File: src/rtl/rwf_pkg.sv
package rwf_pkg;

  localparam int WORD_W = 16;

  typedef struct packed {
    logic tr;
    logic b1;
    logic b0;
  } pend_flags_t;

  function automatic logic [WORD_W-1:0] make_ssw(
    input pend_flags_t fl,
    input logic        lg,
    input logic [1:0]  siz,
    input logic [2:0]  fc
  );
    logic [WORD_W-1:0] w;
    w        = '0;
    w[12]    = fl.tr;
    w[11]    = fl.b1;
    w[10]    = fl.b0;
    w[9]     = 1'b1;
    w[5]     = lg;
    w[4:3]   = siz;
    w[2:0]   = fc;
    return w;
  endfunction

endpackage

File: src/rtl/rwf_capture.sv
module rwf_capture #(
  parameter int AW = 32,
  parameter int DW = 32
) (
  input  logic          clk,
  input  logic          rst,
  input  logic          err_valid,
  input  logic [AW-1:0] err_addr,
  input  logic [DW-1:0] err_data,
  input  logic [1:0]    err_size,
  input  logic          err_long,
  input  logic [2:0]    err_fc,
  input  logic          release_i,
  output logic          held,
  output logic          ovf,
  output logic [AW-1:0] f_addr,
  output logic [DW-1:0] f_data,
  output logic [1:0]    f_size,
  output logic          f_long,
  output logic [2:0]    f_fc
);

  always_ff @(posedge clk) begin
    if (rst) begin
      held <= 1'b0;
      ovf  <= 1'b0;
    end else begin
      if (err_valid) begin
        if (held) begin
          ovf <= 1'b1;
        end else begin
          held <= 1'b1;
        end
      end
      if (release_i) held <= 1'b0;
    end
  end

  always_ff @(posedge clk) begin
    if (err_valid && !held) begin
      f_addr <= err_addr;
      f_data <= err_data;
      f_size <= err_size;
      f_long <= err_long;
      f_fc   <= err_fc;
    end
  end

  AST_OVF_STICKY: assert property (@(posedge clk) disable iff (rst)
    ovf |=> ovf);
  AST_HELD_ADDR_KEPT: assert property (@(posedge clk) disable iff (rst)
    held && !release_i |=> held && $stable(f_addr) && $stable(f_data));

endmodule

File: src/rtl/rwf_sequencer.sv
module rwf_sequencer (
  input  logic clk,
  input  logic rst,
  input  logic held,
  input  logic boundary,
  input  logic opreq,
  input  logic sink_ready,
  input  logic last_word,
  output logic take,
  output logic advance,
  output logic release_o,
  output logic stacking,
  output logic exc_req,
  output logic op_abort
);

  always_comb begin
    take      = held && !stacking && (boundary || opreq);
    advance   = stacking && sink_ready;
    release_o = advance && last_word;
  end

  always_ff @(posedge clk) begin
    if (rst) begin
      stacking <= 1'b0;
      exc_req  <= 1'b0;
      op_abort <= 1'b0;
    end else begin
      exc_req  <= take;
      op_abort <= take && opreq;
      if (take)           stacking <= 1'b1;
      else if (release_o) stacking <= 1'b0;
    end
  end

  AST_EXC_PULSE: assert property (@(posedge clk) disable iff (rst)
    exc_req |=> !exc_req);
  AST_ABORT_WITH_EXC: assert property (@(posedge clk) disable iff (rst)
    op_abort |-> exc_req);
  AST_STACK_AFTER_REQ: assert property (@(posedge clk) disable iff (rst)
    $rose(stacking) |-> exc_req);
  AST_END_OF_FRAME: assert property (@(posedge clk) disable iff (rst)
    release_o |=> !stacking);
  AST_TAKE_NEEDS_FAULT: assert property (@(posedge clk) disable iff (rst)
    exc_req |-> stacking);

endmodule

File: src/rtl/rwf_stacker.sv
module rwf_stacker import rwf_pkg::*; #(
  parameter int AW = 32,
  parameter int DW = 32
) (
  input  logic          clk,
  input  logic          rst,
  input  logic          take,
  input  logic          advance,
  input  logic          active,
  input  pend_flags_t   flags,
  input  logic [15:0]   sr,
  input  logic [AW-1:0] pc,
  input  logic [AW-1:0] f_addr,
  input  logic [DW-1:0] f_data,
  input  logic [1:0]    f_size,
  input  logic          f_long,
  input  logic [2:0]    f_fc,
  output logic [15:0]   word,
  output logic          last_word
);

  localparam int NW = 2 + 2 * (AW / WORD_W) + DW / WORD_W;
  localparam int IW = $clog2(NW);
  localparam int FW = WORD_W * NW;
  localparam logic [IW-1:0] LAST_IDX = IW'(NW - 1);

  logic [IW-1:0]     idx;
  logic [15:0]       ssw_q;
  logic [15:0]       sr_q;
  logic [AW-1:0]     pc_q;
  logic [FW-1:0]     frame;
  logic [15:0]       next_word;
  int                nxt;

  always_comb begin
    frame     = {ssw_q, sr_q, pc_q, f_addr, f_data};
    nxt       = int'(idx) + 1;
    if (nxt > NW - 1) nxt = NW - 1;
    next_word = frame[FW - 1 - WORD_W * nxt -: WORD_W];
    last_word = (idx == LAST_IDX);
  end

  always_ff @(posedge clk) begin
    if (rst) begin
      idx   <= '0;
      word  <= '0;
      ssw_q <= '0;
      sr_q  <= '0;
      pc_q  <= '0;
    end else if (take) begin
      idx   <= '0;
      ssw_q <= make_ssw(flags, f_long, f_size, f_fc);
      word  <= make_ssw(flags, f_long, f_size, f_fc);
      sr_q  <= sr;
      pc_q  <= pc;
    end else if (advance && !last_word) begin
      idx  <= idx + 1'b1;
      word <= next_word;
    end
  end

  AST_WORD_HOLD: assert property (@(posedge clk) disable iff (rst)
    active && !advance |=> $stable(word) && $stable(idx));
  AST_SSW_MARK: assert property (@(posedge clk) disable iff (rst)
    active && idx == '0 |-> word[9] && word[15:13] == 3'b000 && word[8:6] == 3'b000);

endmodule

File: src/rtl/rwf_tracker.sv
module rwf_tracker import rwf_pkg::*; #(
  parameter int AW = 32,
  parameter int DW = 32
) (
  input  logic          clk,
  input  logic          rst,
  input  logic          wr_err_valid,
  input  logic [AW-1:0] wr_err_addr,
  input  logic [DW-1:0] wr_err_data,
  input  logic [1:0]    wr_err_size,
  input  logic          wr_err_long,
  input  logic [2:0]    wr_err_fc,
  input  logic          insn_boundary,
  input  logic          operand_req,
  input  logic          pend_trace,
  input  logic          pend_brk1,
  input  logic          pend_brk0,
  input  logic [15:0]   cur_sr,
  input  logic [AW-1:0] next_pc,
  input  logic          stk_ready,
  output logic          exc_req,
  output logic          op_abort,
  output logic          stk_valid,
  output logic [15:0]   stk_data,
  output logic          overflow
);

  logic          held, take, advance, release_w, last_word;
  logic [AW-1:0] f_addr;
  logic [DW-1:0] f_data;
  logic [1:0]    f_size;
  logic          f_long;
  logic [2:0]    f_fc;
  pend_flags_t   flags;

  assign flags = '{tr: pend_trace, b1: pend_brk1, b0: pend_brk0};

  rwf_capture #(.AW(AW), .DW(DW)) u_cap (
    .clk(clk), .rst(rst),
    .err_valid(wr_err_valid), .err_addr(wr_err_addr), .err_data(wr_err_data),
    .err_size(wr_err_size), .err_long(wr_err_long), .err_fc(wr_err_fc),
    .release_i(release_w), .held(held), .ovf(overflow),
    .f_addr(f_addr), .f_data(f_data), .f_size(f_size), .f_long(f_long), .f_fc(f_fc)
  );

  rwf_sequencer u_seq (
    .clk(clk), .rst(rst), .held(held),
    .boundary(insn_boundary), .opreq(operand_req),
    .sink_ready(stk_ready), .last_word(last_word),
    .take(take), .advance(advance), .release_o(release_w),
    .stacking(stk_valid), .exc_req(exc_req), .op_abort(op_abort)
  );

  rwf_stacker #(.AW(AW), .DW(DW)) u_stk (
    .clk(clk), .rst(rst), .take(take), .advance(advance), .active(stk_valid),
    .flags(flags), .sr(cur_sr), .pc(next_pc),
    .f_addr(f_addr), .f_data(f_data), .f_size(f_size), .f_long(f_long), .f_fc(f_fc),
    .word(stk_data), .last_word(last_word)
  );

  AST_VALID_NEEDS_FAULT: assert property (@(posedge clk) disable iff (rst)
    stk_valid |-> held);

endmodule

File: config.mk
export PLATFORM = sky130hd
export DESIGN_NAME = rwf_tracker
export DESIGN_NICKNAME = d
export VERILOG_FILES = /design/src/rtl/rwf_pkg.sv /design/src/rtl/rwf_capture.sv /design/src/rtl/rwf_sequencer.sv /design/src/rtl/rwf_stacker.sv /design/src/rtl/rwf_tracker.sv
export SDC_FILE = /design/constraint.sdc
export NUM_CORES = 1
export LEC_CHECK = 0
export BUFFER_PORTS_ARGS = -buffer_cell sky130_fd_sc_hd__buf_2
export CORE_MARGIN = 1.5
export CORE_UTILIZATION = 48
export CTS_CLUSTER_DIAMETER = 50
export DETAILED_ROUTE_END_ITERATION = 8
export PLACE_DENSITY = 0.74
export SYNTH_ARGS = -nofsm -noshare
export SYNTH_HDL_FRONTEND = slang
export SYNTH_SLANG_ARGS = --single-unit
export TNS_END_PERCENT = 20
File: constraint.sdc
create_clock -name clk -period 4.9 [get_ports clk]
set_clock_uncertainty 0.2 [all_clocks]
set_input_delay 0.98 -clock clk [delete_from_list [all_inputs] [get_ports clk]]
set_output_delay 0.98 -clock clk [all_outputs]
set_load 0.01 [all_outputs]
# After elaboration in Yosys (flattened, before gate mapping)

Cells that the tools add are included.

Add/sub/neg operators: 3
Eq/ne operators: 1
Shift-type cells: 1
Magnitude comparators: 1
Reductions and logical operators: 16
Mux-type cells: 5

Operator list:

| cell                                                                   | count |
|---|---|
| 143-bit by 32-bit indexed part select with 16-bit output               | 1 |
| 32-bit by 4-bit > comparator with 1-bit output (second input constant) | 1 |
| 8-bit by 32-bit subtractor with 32-bit output (first input constant)   | 1 |
| 28-bit two-way mux                                                     | 1 |
| 13-bit two-way mux                                                     | 2 |
| 1-bit logical AND                                                      | 7 |
| 3-bit by 1-bit adder with 4-bit output (second input constant)         | 1 |
| 2-bit nonzero test                                                     | 2 |
| 2-bit OR reduction                                                     | 2 |
| 3-bit by 1-bit adder with 3-bit output (second input constant)         | 1 |
| 3-bit == test (second input constant)                                  | 1 |
| 1-bit logical NOT                                                      | 3 |
| 1-bit two-way mux                                                      | 2 |
| 2-bit AND reduction                                                    | 1 |
| 1-bit logical OR                                                       | 1 |

Input bits: 127
Word-level logic and storage cells: 43
Flip-flop bits (word level): 152
Output and inout bits: 20

# Logic depth before layout (Yosys ltp)

Depth after elaboration: 7
Gate-level depth with buffers: 8

# Cells and area by module

From an unflattened synthesis, not the netlist that was laid out.

Cells, all modules: 587
Area, all modules: 6441.2 um^2

Modules (own cells, without submodules):

| module        | instances | area an instance (um^2) | cells each |
|---|---|---|---|
| rwf_stacker   | 1         | 4140.2                  | 497 |
| rwf_capture   | 1         | 2170.8                  | 77 |
| rwf_sequencer | 1         | 130.1                   | 13 |

# Least setup slack after synthesis

No wires, ideal clock.

Kind: input port to flip-flop
From: input wr_err_valid
To: register u_cap.f_addr[0], enable pin
Library setup time: 0.507 ns
Setup slack: 0.143 ns
Path buffers: 0
Arrival: 4.051 ns
Stages: 1
Path through: nor2b_1

Cells in the longest elaborated chain, start to end: 1

Ends and longest elaborated chain:

| element              | line              | source |
|---|---|---|
| from (decl)          | rwf_tracker.sv:7  | `input logic wr_err_valid,` |
| 1-bit logical AND    | rwf_capture.sv:40 | `if (err_valid && !held) begin` |
| to (signal assigned) | rwf_capture.sv:41 | `f_addr <= err_addr;` |
| to (decl)            | rwf_capture.sv:16 | `output logic [AW-1:0] f_addr,` |

No other way between the ends.
A chain may end at the register's enable or synchronous reset.

# Final worst setup path

From: register u_stk.idx[1]
To: register u_stk.word[0]

Cells in the longest elaborated chain, start to end: 7
Elaborated cells on any way between the ends: 11
Those cells by class: add/sub (2); order compare (1); eq/ne (1); shift (1); mux (3); reduce/logical (3)

Ends and longest elaborated chain:

| element                                                  | line              | source |
|---|---|---|
| from (decl)                                              | rwf_stacker.sv:27 | `logic [IW-1:0] idx;` |
| from (signal assigned)                                   | rwf_stacker.sv:57 | `idx <= idx + 1'b1;` |
| 3-bit by 1-bit adder with 4-bit output                   | rwf_stacker.sv:37 | `nxt = int'(idx) + 1;` |
| 32-bit by 4-bit > comparator with 1-bit output           | rwf_stacker.sv:38 | `if (nxt > NW - 1) nxt = NW - 1;` |
| 28-bit two-way mux                                       | rwf_stacker.sv:38 |  |
| 8-bit by 32-bit subtractor with 32-bit output            | rwf_stacker.sv:39 | `next_word = frame[FW - 1 - WORD_W * nxt -: WORD_W];` |
| 143-bit by 32-bit indexed part select with 16-bit output | rwf_stacker.sv:39 |  |
| 13-bit two-way mux                                       | rwf_stacker.sv:56 | `end else if (advance && !last_word) begin` |
| 13-bit two-way mux                                       | rwf_stacker.sv:50 | `end else if (take) begin` |
| to (signal assigned)                                     | rwf_stacker.sv:53 | `word <= make_ssw(flags, f_long, f_size, f_fc);` |
| to (signal assigned)                                     | rwf_stacker.sv:58 | `word <= next_word;` |
| to (decl)                                                | rwf_stacker.sv:18 | `output logic [15:0] word,` |

Several ways; a longest one is shown, not always the timed one. The select of a mux whose other input is x is not followed.

==> qor.csv <==
metric;value;unit
TritonCTS Buffers;17;
FF-to-FF Start;u_stk.idx[1];
Vias/cell;5.369;
worst slew pin tran;1.046;ns
Tot GR Track Use;22.70;%
highest routed metal layer;met4;
Cells after DPL;904;
largest net degree at the start of global routing;49;
Final setup viols;0;
post-synthesis register bit count;152;
Skew-Pair Late Insertion Delay;0.43;ns
Syn Nets;749;
Seq/Total Area, Yosys;60.26;%
Syn. warnings;0;
Area growth, synth to finish;21.67;%
Reg clk slew, reported paths;0.06;ns
Fin Setup TNS;0;ns
DP Worst Slack;1.863;ns
commonest cells after routing, fill and taps aside;buf_2 (146), nand2_1 (140), a21oi_1 (96);
min setup slack post-route;1.865;ns
Switching Power;665.2;uW
PortBufs;146;
Mean Syn Cell Area;10.02;sq um
Pleak;2.906;nW
drt pass-1 iters;5;
P per Cell Area;394.3;nW/um^2
share of cells above drive strength 1;26.44;%
f_max;329.5;MHz
top_reg_cell synth;dfxtp_1;
final routed DRC violation total;0;
largest family of logic cells by synthesized area;compound AO/OA/AOI/OAI gates;
Slowest-stage cell, CP;ha_1;
RSZ-0062 raised after global routing;no;
Pint;2.315;mW
Clock Sinks;152;
post-synthesis simple-gate area fraction;16.17;%
arrival time at the worst endpoint;3.15;ns
CP max FO;24;
CTS Buffer Depth;2;
final cell count without fillers;936;
Clock Power Share;43.5;%
final count of hold timing violations;0;
fin crit period;3.035;ns
switch share;22.32;%
Post-CTS Resized;0;
number of antenna violations at the first check in global routing;0;
initial DRC count;450;
count of flip-flops with a built-in enable after synthesis;70;
Reg power frac;48.2;%
Comb pwr share;8.3;%
commonest non-fill, non-tap cell in the layout;buf_2;
CTS Hold Buffers Added;0;
Synth Area in Compound Gates;17.42;%
die span in y;116.8;um
total grt overflow;0;
fin area;7559;sq um
slowest cell delay on critical path;0.76;ns
Post-Route Utilization;59.89;%
Worst Setup SP;u_stk.idx[1];
row count;41;
xor-xnor portion of the synthesized cell area;0;%
area leader, netlist;edfxtp_1;
worst path required time;5.02;ns
Max Cap Viol;0;
DR vias;5025;
post-synthesis cell type count;49;
Final #Nets;880;
startpoint types;register;
Post-DP HPWL;10510;um
n_diodes;0;
Final period util;61.93;%
Hold Startpoint;u_stk.ssw_q[10];
wire per inst;16.13;um
max-slew violations;0;
first-pass GRT wire length;23040;um
vias in the first global route;4611;
die footprint;13630;sq um
post-synthesis mux area share;1.672;%
Placed Area;6974;sq um
Async S/R FF share, synth;0;%
H-tree Lvls;4;
status;completed;
die width;116.8;um
met2 routed WL;6844;um
Routed Antenna Nets;0;
Hold WS;0.2550;ns
Synth Area in Adders;0.4028;%
IO Pins;147;
post-CTS setup buffers;0;
routability congestion estimate;0.9033;
crit path cell chain;ha_1 -> and2_1 -> nand2_2 -> o22ai_1 -> o21ai_0 -> a31o_2;
CTS tree;built;
final WL;15090;um
Synth area leaders;edfxtp_1 (34%), dfxtp_1 (26%), nand2_1 (8.5%);
HP Class;reg2reg;
Critical Path End Type;register;
top-area cell type share of the netlist area;33.84;%
wl on met1;6840;um
post-synthesis cell area;6212;sq um
Syn Inst Count;620;
metal3 WL;1026;um
Core ar.;12620;sq um
CTS root buffer;clkbuf_16;
Initial Utilization;49.23;%
relative slew slack;29.93;%
Power Total;2.980;mW
WS Path Type;reg2reg;
Max IR drop VDD;0.0002388;V
==> final timing paths <==
kind,endpoint,depth (start not counted),slack [ns]
max reg2reg,u_stk.word[0],6,1.87
min reg2reg,u_stk.ssw_q[10],2,0.26
min,u_stk.ssw_q[10],2,0.26
max,u_stk.word[0],6,1.87
==> registers in the layout, summed over array words and instances (netlist names) <==
signal / cells
u_stk.sr_q: 16
u_seq.stacking: 1
u_stk.word: 16
u_cap.f_long: 1
u_stk.pc_q: 32
u_cap.f_fc: 3
u_cap.held: 1
u_cap.f_data: 32
u_cap.ovf: 1
u_stk.ssw_q: 10
u_cap.f_size: 2
u_seq.op_abort: 1
u_stk.idx: 3
u_cap.f_addr: 32
u_seq.exc_req: 1
==> synth_stat cells (4+ instances only) <==
library cell,n
nand2_1,140
dfxtp_1,82
clkbuf_1,9
mux2i_1,7
buf_2,16
nand3_1,11
a21oi_1,96
nor3_1,5
and2b_1,11
a211oi_1,4
o21ai_1,10
o21ai_0,25
nor2_1,46
buf_4,10
a31o_2,8
edfxtp_1,70
o22ai_1,21
==> critical path, delay by kind of cell (launching register included) <==
kind	cells	cell delay [ns]
and+or+nand+nor	2	0.56
adders and majority gates	1	0.76
DFF	1	0.70
AOI/OAI and AO/OA	3	0.69
==> per-layer routing <==
metal	GRT usage (%)	vias to the layer above
li1	-	2466
met1	30.38	2324
met2	34.78	207
met3	5.708	28
met4	10.76	0
met5	0	-
==> cell type report <==
cell class,count,area (sq um)
Tap cell,172,215.2
Multi-Input combinational cell,426,2232
Clock buffer,23,457.9
Inverter,2,7.507
Timing Repair Buffer,152,775.7
Clock inverter,9,126.4
Fill cell,1126,5061
Sequential cell,152,3744
==> power by group through the flow <==
stage                     Combinational (mW)  Clock [mW]  Sequential, mW
after floorplan                        0.152           0            1.46
after global placement                 0.241           0            1.46
after detailed placement               0.247           0            1.46
after CTS                              0.248        1.31            1.43
after global routing                   0.274        1.37            1.44
final                                  0.248        1.30            1.44
==> logic make-up (layout without fill, tap and decap cells) <==
| kind of cell | after synthesis | count (layout) |
|---|---|---|
| AO/OA/AOI/OAI | 184 | 184 |
| buffers and inverters | 42 | 186 |
| multiplexers | 10 | 10 |
| adder cells (fa/ha/maj) | 2 | 2 |
| AND/OR/NAND/NOR | 230 | 230 |
| flip-flops | 152 | 152 |
No activity file was read; power rests on OpenSTA's default activity.
